### src/rtl/tx2w_pkg.sv
// Package: shared types and helpers for the two-wire transition transmitter.
// Assumes: nothing beyond IEEE 1800-2017.
package tx2w_pkg;

    // Word origin selected by the test-mode input.
    typedef enum logic {
        SRC_EXT  = 1'b0,
        SRC_TEST = 1'b1
    } src_sel_e;

    // Value of the sync header bit sent while `left` bits remain.
    // An even remaining count gives 1, an odd one gives 0, so an even
    // header length starts with 1 and ends with 0.
    function automatic logic sync_bit(input logic left_lsb);
        return ~left_lsb;
    endfunction

endpackage

### src/rtl/tx2w_word_source.sv
// Module: chooses between external handshake words and an internal
// incrementing test counter, and drives the external ready.
// Assumes: slot_open comes from the shifter and is high only when the
// shifter can take a word on this edge.
module tx2w_word_source
    import tx2w_pkg::*;
#(
    parameter int WIDTH = 16
) (
    input  logic             clk,
    input  logic             rst_n,
    input  logic             test_mode,
    input  logic             ext_valid,
    input  logic [WIDTH-1:0] ext_data,
    input  logic             slot_open,
    output logic             ext_ready,
    output logic             src_valid,
    output logic [WIDTH-1:0] src_data
);

    src_sel_e         sel;
    logic [WIDTH-1:0] test_count;
    logic             test_take;

    // Select the source of the next word.
    always_comb begin
        sel       = test_mode ? SRC_TEST : SRC_EXT;
        src_valid = (sel == SRC_TEST) ? 1'b1 : ext_valid;
        src_data  = (sel == SRC_TEST) ? test_count : ext_data;
        ext_ready = slot_open && (sel == SRC_EXT);
        test_take = slot_open && (sel == SRC_TEST);
    end

    // Advance the test counter each time it supplies a word.
    always_ff @(posedge clk) begin
        if (!rst_n) begin
            test_count <= '0;
        end else if (test_take) begin
            test_count <= test_count + WIDTH'(1);
        end
    end

    AST_TEST_COUNT_STEP: assert property (@(posedge clk) disable iff (!rst_n)
        test_take |=> test_count == $past(test_count) + WIDTH'(1));

    AST_TEST_COUNT_HOLD: assert property (@(posedge clk) disable iff (!rst_n)
        !test_take |=> $stable(test_count));

endmodule

### src/rtl/tx2w_shifter.sv
// Module: sends the sync header after reset, then holds each word in a
// shift register and presents one bit per enabled edge, MSB first.
// Assumes: src_valid/src_data are stable through the cycle; load happens
// on the edge that sends the last pending bit so no slot is lost.
module tx2w_shifter
    import tx2w_pkg::*;
#(
    parameter int WIDTH    = 16,
    parameter int SYNC_LEN = 16
) (
    input  logic             clk,
    input  logic             rst_n,
    input  logic             bit_en,
    input  logic             src_valid,
    input  logic [WIDTH-1:0] src_data,
    output logic             slot_open,
    output logic             send,
    output logic             send_bit
);

    localparam int CW = $clog2(WIDTH + 1);
    localparam int SW = $clog2(SYNC_LEN + 1);

    logic [WIDTH-1:0] sreg;
    logic [CW-1:0]    cnt;
    logic [SW-1:0]    sync_left;
    logic             sync_busy;
    logic             last_slot;
    logic             load;

    // Decode what goes out this cycle and whether a word may load.
    always_comb begin
        sync_busy = (sync_left != '0);
        send      = bit_en && (sync_busy || (cnt != '0));
        send_bit  = sync_busy ? sync_bit(sync_left[0]) : sreg[WIDTH-1];
        last_slot = bit_en && ((sync_left == SW'(1)) ||
                               (!sync_busy && (cnt == CW'(1))));
        slot_open = (!sync_busy && (cnt == '0)) || last_slot;
        load      = slot_open && src_valid;
    end

    // Count down the header, load words and shift out data bits.
    always_ff @(posedge clk) begin
        if (!rst_n) begin
            sync_left <= SW'(SYNC_LEN);
            cnt       <= '0;
            sreg      <= '0;
        end else begin
            if (send && sync_busy) begin
                sync_left <= sync_left - SW'(1);
            end
            if (load) begin
                sreg <= src_data;
                cnt  <= CW'(WIDTH);
            end else if (send && !sync_busy) begin
                sreg <= {sreg[WIDTH-2:0], 1'b0};
                cnt  <= cnt - CW'(1);
            end
        end
    end

    AST_SYNC_BEFORE_DATA: assert property (@(posedge clk) disable iff (!rst_n)
        load |-> (sync_left <= SW'(1)));

    AST_COUNT_DECR: assert property (@(posedge clk) disable iff (!rst_n)
        (send && !sync_busy && !load) |=> cnt == $past(cnt) - CW'(1));

    AST_NO_OVERFLOW: assert property (@(posedge clk) disable iff (!rst_n)
        cnt <= CW'(WIDTH));

endmodule

### src/rtl/tx2w_wire_pair.sv
// Module: holds the two line levels and toggles the one selected by the
// bit being sent.
// Assumes: send is high for exactly the edges that carry a bit.
module tx2w_wire_pair (
    input  logic clk,
    input  logic rst_n,
    input  logic send,
    input  logic send_bit,
    output logic wire_zero,
    output logic wire_one
);

    // Toggle the wire that encodes the current bit value.
    always_ff @(posedge clk) begin
        if (!rst_n) begin
            wire_zero <= 1'b0;
            wire_one  <= 1'b0;
        end else if (send) begin
            if (send_bit) begin
                wire_one <= ~wire_one;
            end else begin
                wire_zero <= ~wire_zero;
            end
        end
    end

    AST_ONE_WIRE: assert property (@(posedge clk) disable iff (!rst_n)
        !$stable(wire_zero) |-> $stable(wire_one));

    AST_QUIET_WITHOUT_SEND: assert property (@(posedge clk) disable iff (!rst_n)
        (!send && rst_n) |=> ($stable(wire_zero) && $stable(wire_one)));

endmodule

### src/rtl/pair_toggle_tx.sv
// Module: top of the two-wire transition transmitter; wires the word
// source, the shifter and the line pair together.
// Assumes: bit_en paces the line; the serial side is two registered levels.
module pair_toggle_tx #(
    parameter int WIDTH    = 16,
    parameter int SYNC_LEN = 16
) (
    input  logic             clk,
    input  logic             rst_n,
    input  logic             bit_en,
    input  logic             test_mode,
    input  logic             in_valid,
    input  logic [WIDTH-1:0] in_data,
    output logic             in_ready,
    output logic             wire_zero,
    output logic             wire_one
);

    logic             slot_open;
    logic             src_valid;
    logic [WIDTH-1:0] src_data;
    logic             send;
    logic             send_bit;

    tx2w_word_source #(.WIDTH(WIDTH)) u_source (
        .clk       (clk),
        .rst_n     (rst_n),
        .test_mode (test_mode),
        .ext_valid (in_valid),
        .ext_data  (in_data),
        .slot_open (slot_open),
        .ext_ready (in_ready),
        .src_valid (src_valid),
        .src_data  (src_data)
    );

    tx2w_shifter #(.WIDTH(WIDTH), .SYNC_LEN(SYNC_LEN)) u_shifter (
        .clk       (clk),
        .rst_n     (rst_n),
        .bit_en    (bit_en),
        .src_valid (src_valid),
        .src_data  (src_data),
        .slot_open (slot_open),
        .send      (send),
        .send_bit  (send_bit)
    );

    tx2w_wire_pair u_pair (
        .clk       (clk),
        .rst_n     (rst_n),
        .send      (send),
        .send_bit  (send_bit),
        .wire_zero (wire_zero),
        .wire_one  (wire_one)
    );

    AST_TEST_READY_LOW: assert property (@(posedge clk) disable iff (!rst_n)
        test_mode |-> !in_ready);

    AST_NO_MOVE_WITHOUT_EN: assert property (@(posedge clk) disable iff (!rst_n)
        (!bit_en && rst_n) |=> ($stable(wire_zero) && $stable(wire_one)));

endmodule

### config.mk
export PLATFORM = sky130hd
export DESIGN_NAME = pair_toggle_tx
export DESIGN_NICKNAME = d
export VERILOG_FILES = /design/src/rtl/tx2w_pkg.sv /design/src/rtl/tx2w_word_source.sv /design/src/rtl/tx2w_shifter.sv /design/src/rtl/tx2w_wire_pair.sv /design/src/rtl/pair_toggle_tx.sv
export SDC_FILE = /design/constraint.sdc
export NUM_CORES = 1
export LEC_CHECK = 0
export BUFFER_PORTS_ARGS = -buffer_cell sky130_fd_sc_hd__buf_2
export CAP_MARGIN = 25
export CORE_ASPECT_RATIO = 1.5
export CORE_MARGIN = 4
export CORE_UTILIZATION = 40
export DETAILED_ROUTE_END_ITERATION = 16
export GPL_ROUTABILITY_DRIVEN = 0
export PLACE_DENSITY = 0.68
export SYNTH_ARGS = -nofsm -noshare
export SYNTH_HDL_FRONTEND = slang
export SYNTH_HIERARCHICAL = 1
export SYNTH_SLANG_ARGS = --single-unit
export TNS_END_PERCENT = 10
### constraint.sdc
create_clock -name clk -period 8.95 [get_ports clk]
set_input_delay 0.895 -clock clk [delete_from_list [all_inputs] [get_ports clk]]
set_output_delay 0.895 -clock clk [all_outputs]
set_load 0.01 [all_outputs]
# Word level (Yosys, flattened, before mapping)
# Cells that the tools add are included.
word_totals:
  ff_bits: 44
  latchBits: 0
  ramBits: 0
  romBits: 0
  inputBits: 21
  out_inout_bits: 3
  elab_cells: 46
  memories: 0
op_classes:
  addsub: 3
  mul: 0
  n_div: 0
  magnitude_cmp: 0
  eq_ne: 2
  shift: 0
  muxes: 8
  bitwise: 6
  n_reduce_logical: 20
ops:
  columns: ["op", "count"]
  rows:
  - ["two-way mux 16 bit", 3]
  - ["adder 16 x 1 -> 16 bit, second input constant", 1]
  - ["equality test 5 x 1 -> 1 bit, second input constant", 2]
  - ["two-way mux 5 bit", 2]
  - ["nonzero test 5 bit", 2]
  - ["subtractor 5 x 1 -> 5 bit, second input constant", 2]
  - ["logical AND 1 bit", 9]
  - ["NOT 1 bit", 6]
  - ["logical NOT 5 bit", 1]
  - ["AND reduction 2 bit", 2]
  - ["logical OR 1 bit", 3]
  - ["two-way mux 1 bit", 3]
  - ["nonzero test 2 bit", 1]
  - ["OR reduction 2 bit", 1]
  - ["logical NOT 1 bit", 1]

# Longest topological paths before layout
# Gate-level depths: netlist (run 1).
depth:
  ltp_word: 8
  mapped_depth: 11

# Cells and area by module
# Netlist (run 1), hierarchy kept.
by_module_without_submodules:
  columns: ["module", "n_inst", "cells_each", "area_per_inst_um2"]
  rows:
  - ["tx2w_shifter", 1, 142, 1441.4]
  - ["tx2w_word_source", 1, 102, 915.9]
  - ["tx2w_wire_pair", 1, 10, 90.1]

# Worst setup path after synthesis (run 1)
# Ideal clock, no wire load.
synth_path:
  path_kind: "flip-flop to flip-flop"
  start: "register u_shifter.sync_left[0]"
  end: "register u_source.test_count[15]"
  arrival_ns: 2.783
  t_required_ns: 8.880
  slack_ns: 6.097
  stages_incl_launch_ff: 12
  synth_period_minus_slack_ns: 2.853
  path_cell_list: "dfxtp_1 > inv_1 > ha_1 > or4b_1 > buf_2 > o32a_1 > buf_6 > clkinv_4 > nand4_1 > or4_4 > or3_1 > a21oi_1"
synth_between:
  elab_chain_len: 7
synth_rtl:
  columns: ["item", "line_no", "source"]
  rows:
  - ["start: declaration", "tx2w_shifter.sv:26", "logic [SW-1:0] sync_left;"]
  - ["start signal: assignment", "tx2w_shifter.sv:45", "sync_left <= SW'(SYNC_LEN);"]
  - ["start signal: assignment", "tx2w_shifter.sv:50", "sync_left <= sync_left - SW'(1);"]
  - ["nonzero test 5 bit", "tx2w_shifter.sv:33", "sync_busy = (sync_left != '0);"]
  - ["logical NOT 1 bit", "tx2w_shifter.sv:37, tx2w_shifter.sv:38", null]
  - ["logical AND 1 bit", "tx2w_shifter.sv:37", "(!sync_busy && (cnt == CW'(1))));"]
  - ["logical OR 1 bit", "tx2w_shifter.sv:36", "last_slot = bit_en && ((sync_left == SW'(1)) ||"]
  - ["logical AND 1 bit", "tx2w_shifter.sv:36", null]
  - ["logical OR 1 bit *", "tx2w_shifter.sv:38", "slot_open = (!sync_busy && (cnt == '0)) || last_slot;"]
  - ["named net slot_open", "pair_toggle_tx.sv:19", "logic slot_open;"]
  - ["logical AND 1 bit *", "tx2w_word_source.sv:31", "test_take = slot_open && (sel == SRC_TEST);"]
  - ["end signal: assignment", "tx2w_word_source.sv:39", "test_count <= test_count + WIDTH'(1);"]
  - ["end: declaration", "tx2w_word_source.sv:22", "logic [WIDTH-1:0] test_count;"]
# The timed path passes the listed nets; every way through them passes the cells marked *.
# A chain may end at the register's enable or synchronous reset.

# Worst setup path in the final report (run 1)
layout_path:
  start: "register u_shifter.sync_left[0]"
  end: "output in_ready"
layout_between:
  elab_chain_len: 7
layout_rtl:
  columns: ["item", "line_no", "source"]
  rows:
  - ["nonzero test 5 bit", "tx2w_shifter.sv:33", null]
  - ["logical NOT 1 bit", "tx2w_shifter.sv:37, tx2w_shifter.sv:38", null]
  - ["logical AND 1 bit", "tx2w_shifter.sv:37", null]
  - ["logical OR 1 bit", "tx2w_shifter.sv:36", null]
  - ["logical AND 1 bit", "tx2w_shifter.sv:36", null]
  - ["logical OR 1 bit *", "tx2w_shifter.sv:38", null]
  - ["named net slot_open", "pair_toggle_tx.sv:19", null]
  - ["logical AND 1 bit *", "tx2w_word_source.sv:30", "ext_ready = slot_open && (sel == SRC_EXT);"]
  - ["end: declaration", "pair_toggle_tx.sv:14", "output logic in_ready,"]
# Marked as above.

==> results of run 1 <==
[registers in the layout (all words and copies together) (netlist names)]
register / flops
u_source/test_count: 16
u_pair/wire_zero: 1
u_shifter/cnt: 5
u_shifter/sync_left: 5
u_pair/wire_one: 1
u_shifter/sreg: 16
[power groups by stage]
stage	clock network (uW)	logic (uW)	registers (uW)
floorplan	0	79.8	230
global placement	0	94.0	232
detailed placement	0	95.8	232
CTS	131	96.5	228
global route	140	110	230
finish	126	97.9	227
[kinds of logic (layout without fill, tap and decap cells)]
logic type	count (synthesis)	count (layout)	share of synthesized area, %
compound gates	52	52	17.1
simple gates	78	78	18.0
xor+xnor	17	17	6.08
fa+ha+maj	7	7	3.58
buf+inv	24	44	5.32
mux	32	32	13.9
flops	44	44	36.0
[through the flow]
step / total power (uW) / hold WS (ns) / cells
after floorplan: 310 / 0.455 / 254
final: 451 / 0.467 / 346
after global routing: 480 / 0.523 / 346
after detailed placement: 328 / 0.461 / 336
after global placement: 326 / 0.451 / 336
after CTS: 455 / 0.470 / 344
[path summary, 6_finish.rpt]
| check | startpoint | to | slack, ns | cells past startpoint |
|---|---|---|---|---|
| hold reg to reg | u_pair/wire_zero | u_pair/wire_zero | 0.47 | 2 |
| setup reg to reg | u_shifter/sync_left[0] | u_source/test_count[15] | 5.70 | 10 |
| hold / removal | u_pair/wire_zero | u_pair/wire_zero | 0.47 | 2 |
| setup / recovery | u_shifter/sync_left[0] | in_ready | 5.49 | 8 |
[metal layers]
metal	global-route usage, %	wire length, um	vias to the layer above
li1	-	-	955
met2	25.8	2630	17
met1	14.5	1940	892
met4	5.65	91	0
met5	0	0	-
met3	2.42	112	6
[cells in the mapped netlist (2+ instances only)]
library cell	instances
nor2b_1	2
nand2b_1	2
o31ai_1	5
dfxtp_1	44
clkbuf_1	5
o21ai_0	4
inv_1	8
a21oi_1	15
a21oi_2	10
clkinv_1	2
mux2_2	16
mux2i_1	16
nor2_1	16
xnor2_1	8
buf_1	2
xor2_1	9
o31ai_2	9
nor4_1	4
nand2_1	13
o31a_1	2
or3_1	6
nand3_1	8
nand4_1	8
nor3_1	8
ha_1	7
buf_6	4
[critical path, cell delays in order (launching register included)]
cell,delay (ns)
dfxtp_1,0.34
inv_1,0.12
ha_1,0.19
or4b_1,0.61
o32a_1,0.46
buf_8,0.19
clkinv_4,0.09
nor2b_1,0.12
buf_2,0.14
[area by class of cell]
class | instances | area share, %
sequential | 44 | 32.8
clock buffer | 8 | 3.35
multi-input combinational | 186 | 53.4
timing repair buffer | 25 | 5.40
inverter | 11 | 1.72
tap | 72 | 3.35
==> key figures, run 1 <==
Run status
  • Status: finished clean

Power
  • Switching power share of the total: approximately 29%
  • NetSw: 131 uW
  • Comb pwr share: 21.7%
  • Cell Pwr Density: roughly 170 nW/um2
  • Leak pwr: 0.00106 uW
  • Internal power: 320 uW
  • Clk pwr share: between 20% and 30%
  • Reg power frac: 50.4%
  • Maximum VDD drop: about 85 uV

STA
  • Final Hold Vio Count: 0
  • Setup_tns: 0 ns
  • RSZ-0062 raised after global routing: no
  • Worst Skew: approximately 0.0033 ns
  • Crit path time final: 3.46 ns
  • Max_slew headroom: 57.6%
  • Period utilisation layout: between 30% and 40%
  • Final setup violation count: 0
  • Worst slew pin tran: around 0.63 ns
  • Final Max Slew Viols: 0
  • Final setup margin: roughly 5.5 ns
  • Fmax: ~0.29 GHz

Worst setup path
  • Worst EP arrival: between 2 and 3 ns
  • Req. time, crit path: 8.06 ns
  • Crit start category: flop
  • Crit-path max FO: 17
  • CP endpoint kind: output port
  • Worst setup path class: flop to output port

Layout
  • Area growth from synthesis to layout: 9.87%
  • Fin util: a little under half
  • Most frequent cells in the layout: dfxtp_1, buf_2, mux2i_1, nor2_1, mux2_2
  • Commonest non-fill, non-tap cell in the layout: dfxtp_1
  • Multi-input gate area: 1440 um2
  • Layout Cell Area excl Fill: 2690 um2
  • FF/Latch Area: around 880 um2
  • FILL cells: about 600
  • Diode count: 0
  • Nets: approximately 300
  • Layout cells sized above 1: a little over a quarter

Routing
  • Drt via density: about 5.4
  • DRC Markers: 0
  • Routed wire per std cell: 13.8 um
  • Total iterations of the first detailed-routing run: 5
  • Via count: ~1900
  • Final wirelength: ~4800 um
  • DR iter-0 viols: 37
  • Post-route ant nets: 0

CTS
  • CTS tree: yes
  • CTS Hold Bufs: 0
  • CTS resizes: 0
  • TritonCTS Buffers: 5
  • Reg clk slew, reported paths: approximately 0.080 ns
  • Post-CTS setup buffers: 0
  • Buffers from clock root to sink, at most: 2
  • Clock latency at the later pin of the worst-skew pair: between 0.2 and 0.3 ns
  • CTS H-tree depth: 2
  • Root buf cell: clkbuf_8
  • CTS sink cnt: 44

Floorplanning
  • Die area: 7460 um2
  • Die Y: around 100 um
  • Die W: around 72 um
  • Initial Utilization: a little over two fifths
  • Row Count: 34
  • I/O Pins: 24
  • CORE AREA: between 5000 and 6000 um2

Logic synthesis
  • Synth Instances: 254
  • Warnings, synthesis: 6
  • Cell accounting for the most synthesized area: dfxtp_1
  • Post-Syn Nets: about 280
  • Async set or reset register ratio after synthesis: 0%
  • Synth top area share: between 30% and 40%
  • Synth top area cells: dfxtp_1, mux2_2, mux2i_1, o31ai_2, a21oi_2
  • Synthesized flop and latch total: 44
  • Sequential-to-total area share from yosys stat: between 30% and 40%
  • Synth unique cells: 47
  • Post-Syn Area: approximately 2400 um2
  • Syn avg cell area: 9.64 um2
  • Number of flops mapped to enable cells by yosys: 0
  • Synth Flop Type: dfxtp_1

GRT
  • Largest net degree at the start of global routing: 25
  • First-pass GRT wire length: between 8000 and 9000 um
  • Vias in the first global route: between 1500 and 2000
  • Global Route Usage Sum: between 10% and 20%
  • Total grt overflow: 0
  • Initial antenna violation count: 0

Placement
  • PortBufs: 23
  • Post-DP Area: between 2000 and 3000 um2
  • Final HPWL DP: about 3500 um
  • Pre-CTS setup slack: between 5 and 6 ns

Job
  • Max cap viols: 0

Worst hold path
  • Worst hold path class: flop to flop
No activity file was read; power rests on OpenSTA's default activity.
==> run 2, diff against run 1 <==
==> constraint.sdc (replaced) <==
create_clock -name clk -period 3.2 [get_ports clk]
set_input_delay 0.32 -clock clk [delete_from_list [all_inputs] [get_ports clk]]
set_output_delay 0.32 -clock clk [all_outputs]
set_load 0.01 [all_outputs]
==> key figures, run 2 (synthesis results as in run 1) <==
Worst setup path
  • Crit-path max FO: 9
  • Req. time, crit path: around 3.4 ns
  • CP endpoint kind: flop
  • Crit path cell chain: inv_1, ha_1, or4b_1, o32a_1, clkinv_4, nand4_1, or4_4, or3_1, a21oi_1
  • FF-to-FF setup slack: between 0.3 and 0.4 ns
  • Crit start category: flop
  • Worst EP arrival: 3.12 ns
  • Worst setup path class: flop to flop
  • Worst stage delay on the critical path: between 0.4 and 0.5 ns
  • Reg2Reg Launch Point: u_shifter/sync_left[0]
  • Reg2Reg Depth: 9
  • Crit-path slowest cell: or4_4
  • Reg-to-Reg End: u_source/test_count[15]

Routing
  • Final wirelength: ~4700 um
  • Via count: roughly 1900
  • Drt via density: approximately 5.4
  • Total iterations of the first detailed-routing run: 4
  • Routed wire per std cell: 13.5 um
  • Post-route ant nets: 0
  • DRC Markers: 0
  • DR iter-0 viols: 26

Power
  • Internal power: 891 uW
  • PnR Total Power: about 1300 uW
  • NetSw: 375 uW
  • Switching power share of the total: ~30%
  • Maximum VDD drop: ~330 uV
  • Reg power frac: slightly above 50%
  • Clk pwr share: about 28%
  • Comb pwr share: a little over a fifth
  • Leak pwr: ~0.0011 uW
  • Cell Pwr Density: ~470 nW/um2

CTS
  • Clock latency at the later pin of the worst-skew pair: between 0.2 and 0.3 ns
  • Buffers from clock root to sink, at most: 2
  • CTS H-tree depth: 2
  • Reg clk slew, reported paths: 0.08 ns
  • Root buf cell: clkbuf_8
  • Post-CTS setup buffers: 0
  • CTS sink cnt: 44
  • CTS Hold Bufs: 0
  • CTS tree: yes
  • CTS resizes: 0
  • TritonCTS Buffers: 5

GRT
  • Vias in the first global route: about 1900
  • Largest net degree at the start of global routing: 24
  • Total grt overflow: 0
  • First-pass GRT wire length: ~8300 um
  • Global Route Usage Sum: ~14%
  • Initial antenna violation count: 0

Floorplanning
  • Row Count: 34
  • Die Y: 104 um
  • Die area: between 7000 and 8000 um2
  • Die W: ~72 um
  • CORE AREA: just under 6000 um2
  • I/O Pins: 24
  • Initial Utilization: a little over two fifths

Placement
  • Final HPWL DP: between 3000 and 4000 um
  • PortBufs: 23

STA
  • Final Hold Vio Count: 0
  • Final Max Slew Viols: 0
  • Worst slew pin tran: approximately 0.65 ns
  • Final setup violation count: 0
  • Max_slew headroom: between 50 and 60%
  • Setup_tns: 0 ns
  • RSZ-0062 raised after global routing: no
  • Crit path time final: 2.90 ns
  • Worst Skew: ~0.006 ns
  • Period utilisation layout: between 90 and 100%
  • Fmax: about 0.35 GHz

Layout
  • Top Registers: u_shifter/sreg (16), u_source/test_count (16)
  • Diode count: 0
  • Area growth from synthesis to layout: 9.97%
  • FILL cells: 588
  • Nets: 303
  • Layout cells sized above 1: 28.6%
  • Most frequent cells in the layout: dfxtp_1, buf_2, mux2i_1, nor2_1, mux2_2
  • Commonest non-fill, non-tap cell in the layout: dfxtp_1

Worst hold path
  • Worst hold path depth: 2
  • Hold Crit Start: bit_en
  • Worst hold path class: input pin to flop
  • Min-Delay Endpoint: u_shifter/sync_left[1]

Job
  • Max cap viols: 0

Run status
  • Status: finished clean
[run 2: cell count changes in the layout (fill, tap and decap cells not counted)]
cell and delta:
clkbuf_1 -2, buf_4 +4, buf_8 -2, clkinv_2 +2
[run 2: metrics by stage]
stage / instance area [um2] / cells / hold slack (ns) / setup WS [ns] / util [%]
floorplan: 2450 / 254 / 0.455 / 0.347 / -
global placement: 2600 / 340 / 0.447 / 0.407 / 44.3
detailed placement: 2600 / 340 / 0.461 / 0.324 / 44.3
CTS: 2690 / 348 / 0.377 / 0.295 / 45.8
global route: 2690 / 348 / 0.397 / 0.132 / 45.8
finish: 2690 / 348 / 0.387 / 0.303 / 45.8
[run 2: final cells by class]
type	count	area, um2	share of cell area (%)
tap	72	90.1	3.35
clock buffer	6	82.6	3.07
sequential	44	881	32.7
timing repair buffer	27	145	5.39
multi-input combinational	186	1440	53.4
inverter	11	46.3	1.72
clock inverter	2	10.0	0.372
[run 2: layer usage]
layer  vias up  wire [um]  track usage [%]
li1        959          -                -
met1       873       1930             14.8
met2        24       2530             24.7
met3        10        122             2.23
met4         0        139             6.18
met5         -          0                0
[run 2: power by group through the flow]
stage	Combinational (uW)	Sequential, uW	Clock (uW)
floorplan	223	643	0
global placement	268	648	0
detailed placement	272	651	0
CTS	275	638	375
global route	305	645	395
finish	272	636	358
[run 2: worst max-delay path, delay by kind of cell (launching register included)]
family	cells	cell delay [ns]
buf+inv	2	0.23
flops	1	0.35
compound gates	2	0.55
fa+ha+maj	1	0.18
simple gates	4	1.50
[run 2: how the worst max path moves through the flow]
| stage | from | end | cells after the start |
|---|---|---|---|
| 2_1_floorplan | u_shifter/sync_left[0] | u_source/test_count[15] | 11 |
| 3_3_place_gp | u_shifter/sync_left[0] | u_source/test_count[15] | 9 |
| 3_5_place_dp | u_shifter/sync_left[0] | u_source/test_count[15] | 9 |
| 4_1_cts | u_shifter/sync_left[0] | u_source/test_count[15] | 9 |
| 5_1_grt | u_shifter/sync_left[0] | u_source/test_count[15] | 9 |
| 6_report | u_shifter/sync_left[0] | u_source/test_count[15] | 9 |
==> run 3, diff against run 2 <==
--- a/config.mk
+++ b/config.mk
@@ -12,6 +12,7 @@
 export CORE_UTILIZATION = 40
 export DETAILED_ROUTE_END_ITERATION = 16
 export GPL_ROUTABILITY_DRIVEN = 0
+export MAX_ROUTING_LAYER = met4
 export PLACE_DENSITY = 0.68
 export SYNTH_ARGS = -nofsm -noshare
 export SYNTH_HDL_FRONTEND = slang
==> key figures, run 3 (synthesis results as in run 1) <==
Run status
  • Status: finished clean

GRT
  • Initial antenna violation count: 0
  • Vias in the first global route: about 1900
  • First-pass GRT wire length: 8310 um
  • Total grt overflow: 0
  • Largest net degree at the start of global routing: 24
  • Global Route Usage Sum: between 10 and 15%

CTS
  • TritonCTS Buffers: 5
  • Post-CTS setup buffers: 0
  • CTS H-tree depth: 2
  • CTS Hold Bufs: 0
  • CTS tree: yes
  • Buffers from clock root to sink, at most: 2
  • CTS resizes: 0
  • Clock latency at the later pin of the worst-skew pair: 0.29 ns
  • Reg clk slew, reported paths: about 0.08 ns
  • Root buf cell: clkbuf_8
  • CTS sink cnt: 44

Placement
  • PortBufs: 23
  • Final HPWL DP: between 3000 and 4000 um
  • Cell total after placement: 340
  • Post-DP Area: approximately 2600 um2

Layout
  • Layout Cell Area excl Fill: approximately 2700 um2
  • Nets: slightly above 300
  • Non-Filler Instances: approximately 350
  • Commonest non-fill, non-tap cell in the layout: dfxtp_1
  • Layout cells sized above 1: between 20 and 30%
  • Top Registers: u_shifter/sreg (16), u_source/test_count (16)
  • Most frequent cells in the layout: dfxtp_1, buf_2, mux2i_1, nor2_1, mux2_2
  • Diode count: 0
  • Area growth from synthesis to layout: 9.97%

Power
  • Maximum VDD drop: approximately 330 uV
  • PnR Total Power: ~1300 uW
  • Leak pwr: 0.00107 uW
  • Cell Pwr Density: between 400 and 500 nW/um2

STA
  • Worst slew pin tran: 0.655 ns
  • Crit path time final: 2.90 ns
  • Final setup violation count: 0
  • Hold WS: a little under 0.4 ns
  • Worst Skew: 0.00617 ns
  • Final Hold Vio Count: 0
  • Period utilisation layout: 90.5%
  • Max_slew headroom: between 50 and 60%
  • Setup_tns: 0 ns
  • RSZ-0062 raised after global routing: no
  • Final Max Slew Viols: 0
  • Fmax: roughly 0.35 GHz

Worst setup path
  • Worst setup path class: flop to flop
  • CP endpoint kind: flop
  • Worst EP arrival: between 3 and 4 ns
  • Worst setup startpoint: u_shifter/sync_left[0]
  • Req. time, crit path: 3.42 ns
  • Crit start category: flop
  • Crit-path max FO: 9
  • Reg2Reg Launch Point: u_shifter/sync_left[0]

Routing
  • DRC Markers: 0
  • Routed wire per std cell: 13.5 um
  • Post-route ant nets: 0
  • Via count: between 1500 and 2000
  • Final wirelength: ~4700 um
  • Drt via density: ~5.4
  • DR iter-0 viols: 26
  • Total iterations of the first detailed-routing run: 4

Floorplanning
  • CORE AREA: approximately 5900 um2
  • Die Y: just over 100 um
  • Initial Utilization: 41.7%
  • Row Count: 34
  • Die W: 71.9 um
  • Die area: between 7000 and 8000 um2
  • I/O Pins: 24

Worst hold path
  • Hold Crit Start: bit_en
  • Worst hold path class: input pin to flop

Job
  • Max cap viols: 0
## run 3: cell counts in the layout (fill, tap and decap cells not counted)
No cell type changed its count.
## run 3: area by class of cell
| type | instances | area (um2) |
|---|---|---|
| Fill cell | 588 | 3180 |
| Multi-Input combinational cell | 186 | 1440 |
| Sequential cell | 44 | 881 |
| Timing Repair Buffer | 27 | 145 |
| Tap cell | 72 | 90.1 |
| Clock buffer | 6 | 82.6 |
| Inverter | 11 | 46.3 |
| Clock inverter | 2 | 10.0 |
## run 3: critical path, cell delays in order, from the launching register on
cell      delay (ns)
dfxtp_1         0.35
inv_1           0.12
ha_1            0.18
or4b_1          0.46
o32a_1          0.42
clkinv_4        0.11
nand4_1         0.19
or4_4           0.49
or3_1           0.36
a21oi_1         0.13
## run 3: final timing paths
path / endpoint / depth (start not counted) / slack (ns)
worst max-delay path: u_source/test_count[15] / 9 / 0.30
worst min-delay path: u_shifter/sync_left[1] / 2 / 0.39
worst max register to register: u_source/test_count[15] / 9 / 0.30
worst min register to register: u_pair/wire_zero / 2 / 0.47
## run 3: report_power, final
| group | leakage (uW) | internal [uW] | switching [uW] |
|---|---|---|---|
| clock | 0.0000510 | 172 | 186 |
| combinational | 0.000660 | 120 | 152 |
| sequential | 0.000357 | 599 | 37.7 |
## run 3: through the flow
| stage | util, % | setup WS, ns |
|---|---|---|
| global route | 45.8 | 0.132 |
| detailed placement | 44.3 | 0.324 |
| floorplan | - | 0.347 |
| CTS | 45.8 | 0.295 |
| global placement | 44.3 | 0.407 |
| finish | 45.8 | 0.303 |
## run 3: routing by layer
layer / GRT usage (%) / up-vias / part of all wire [%]
met5: - / - / 0
met4: 6.18 / 0 / 2.9
met3: 2.23 / 10 / 2.6
met2: 24.7 / 24 / 54
met1: 14.8 / 873 / 41
li1: - / 959 / -
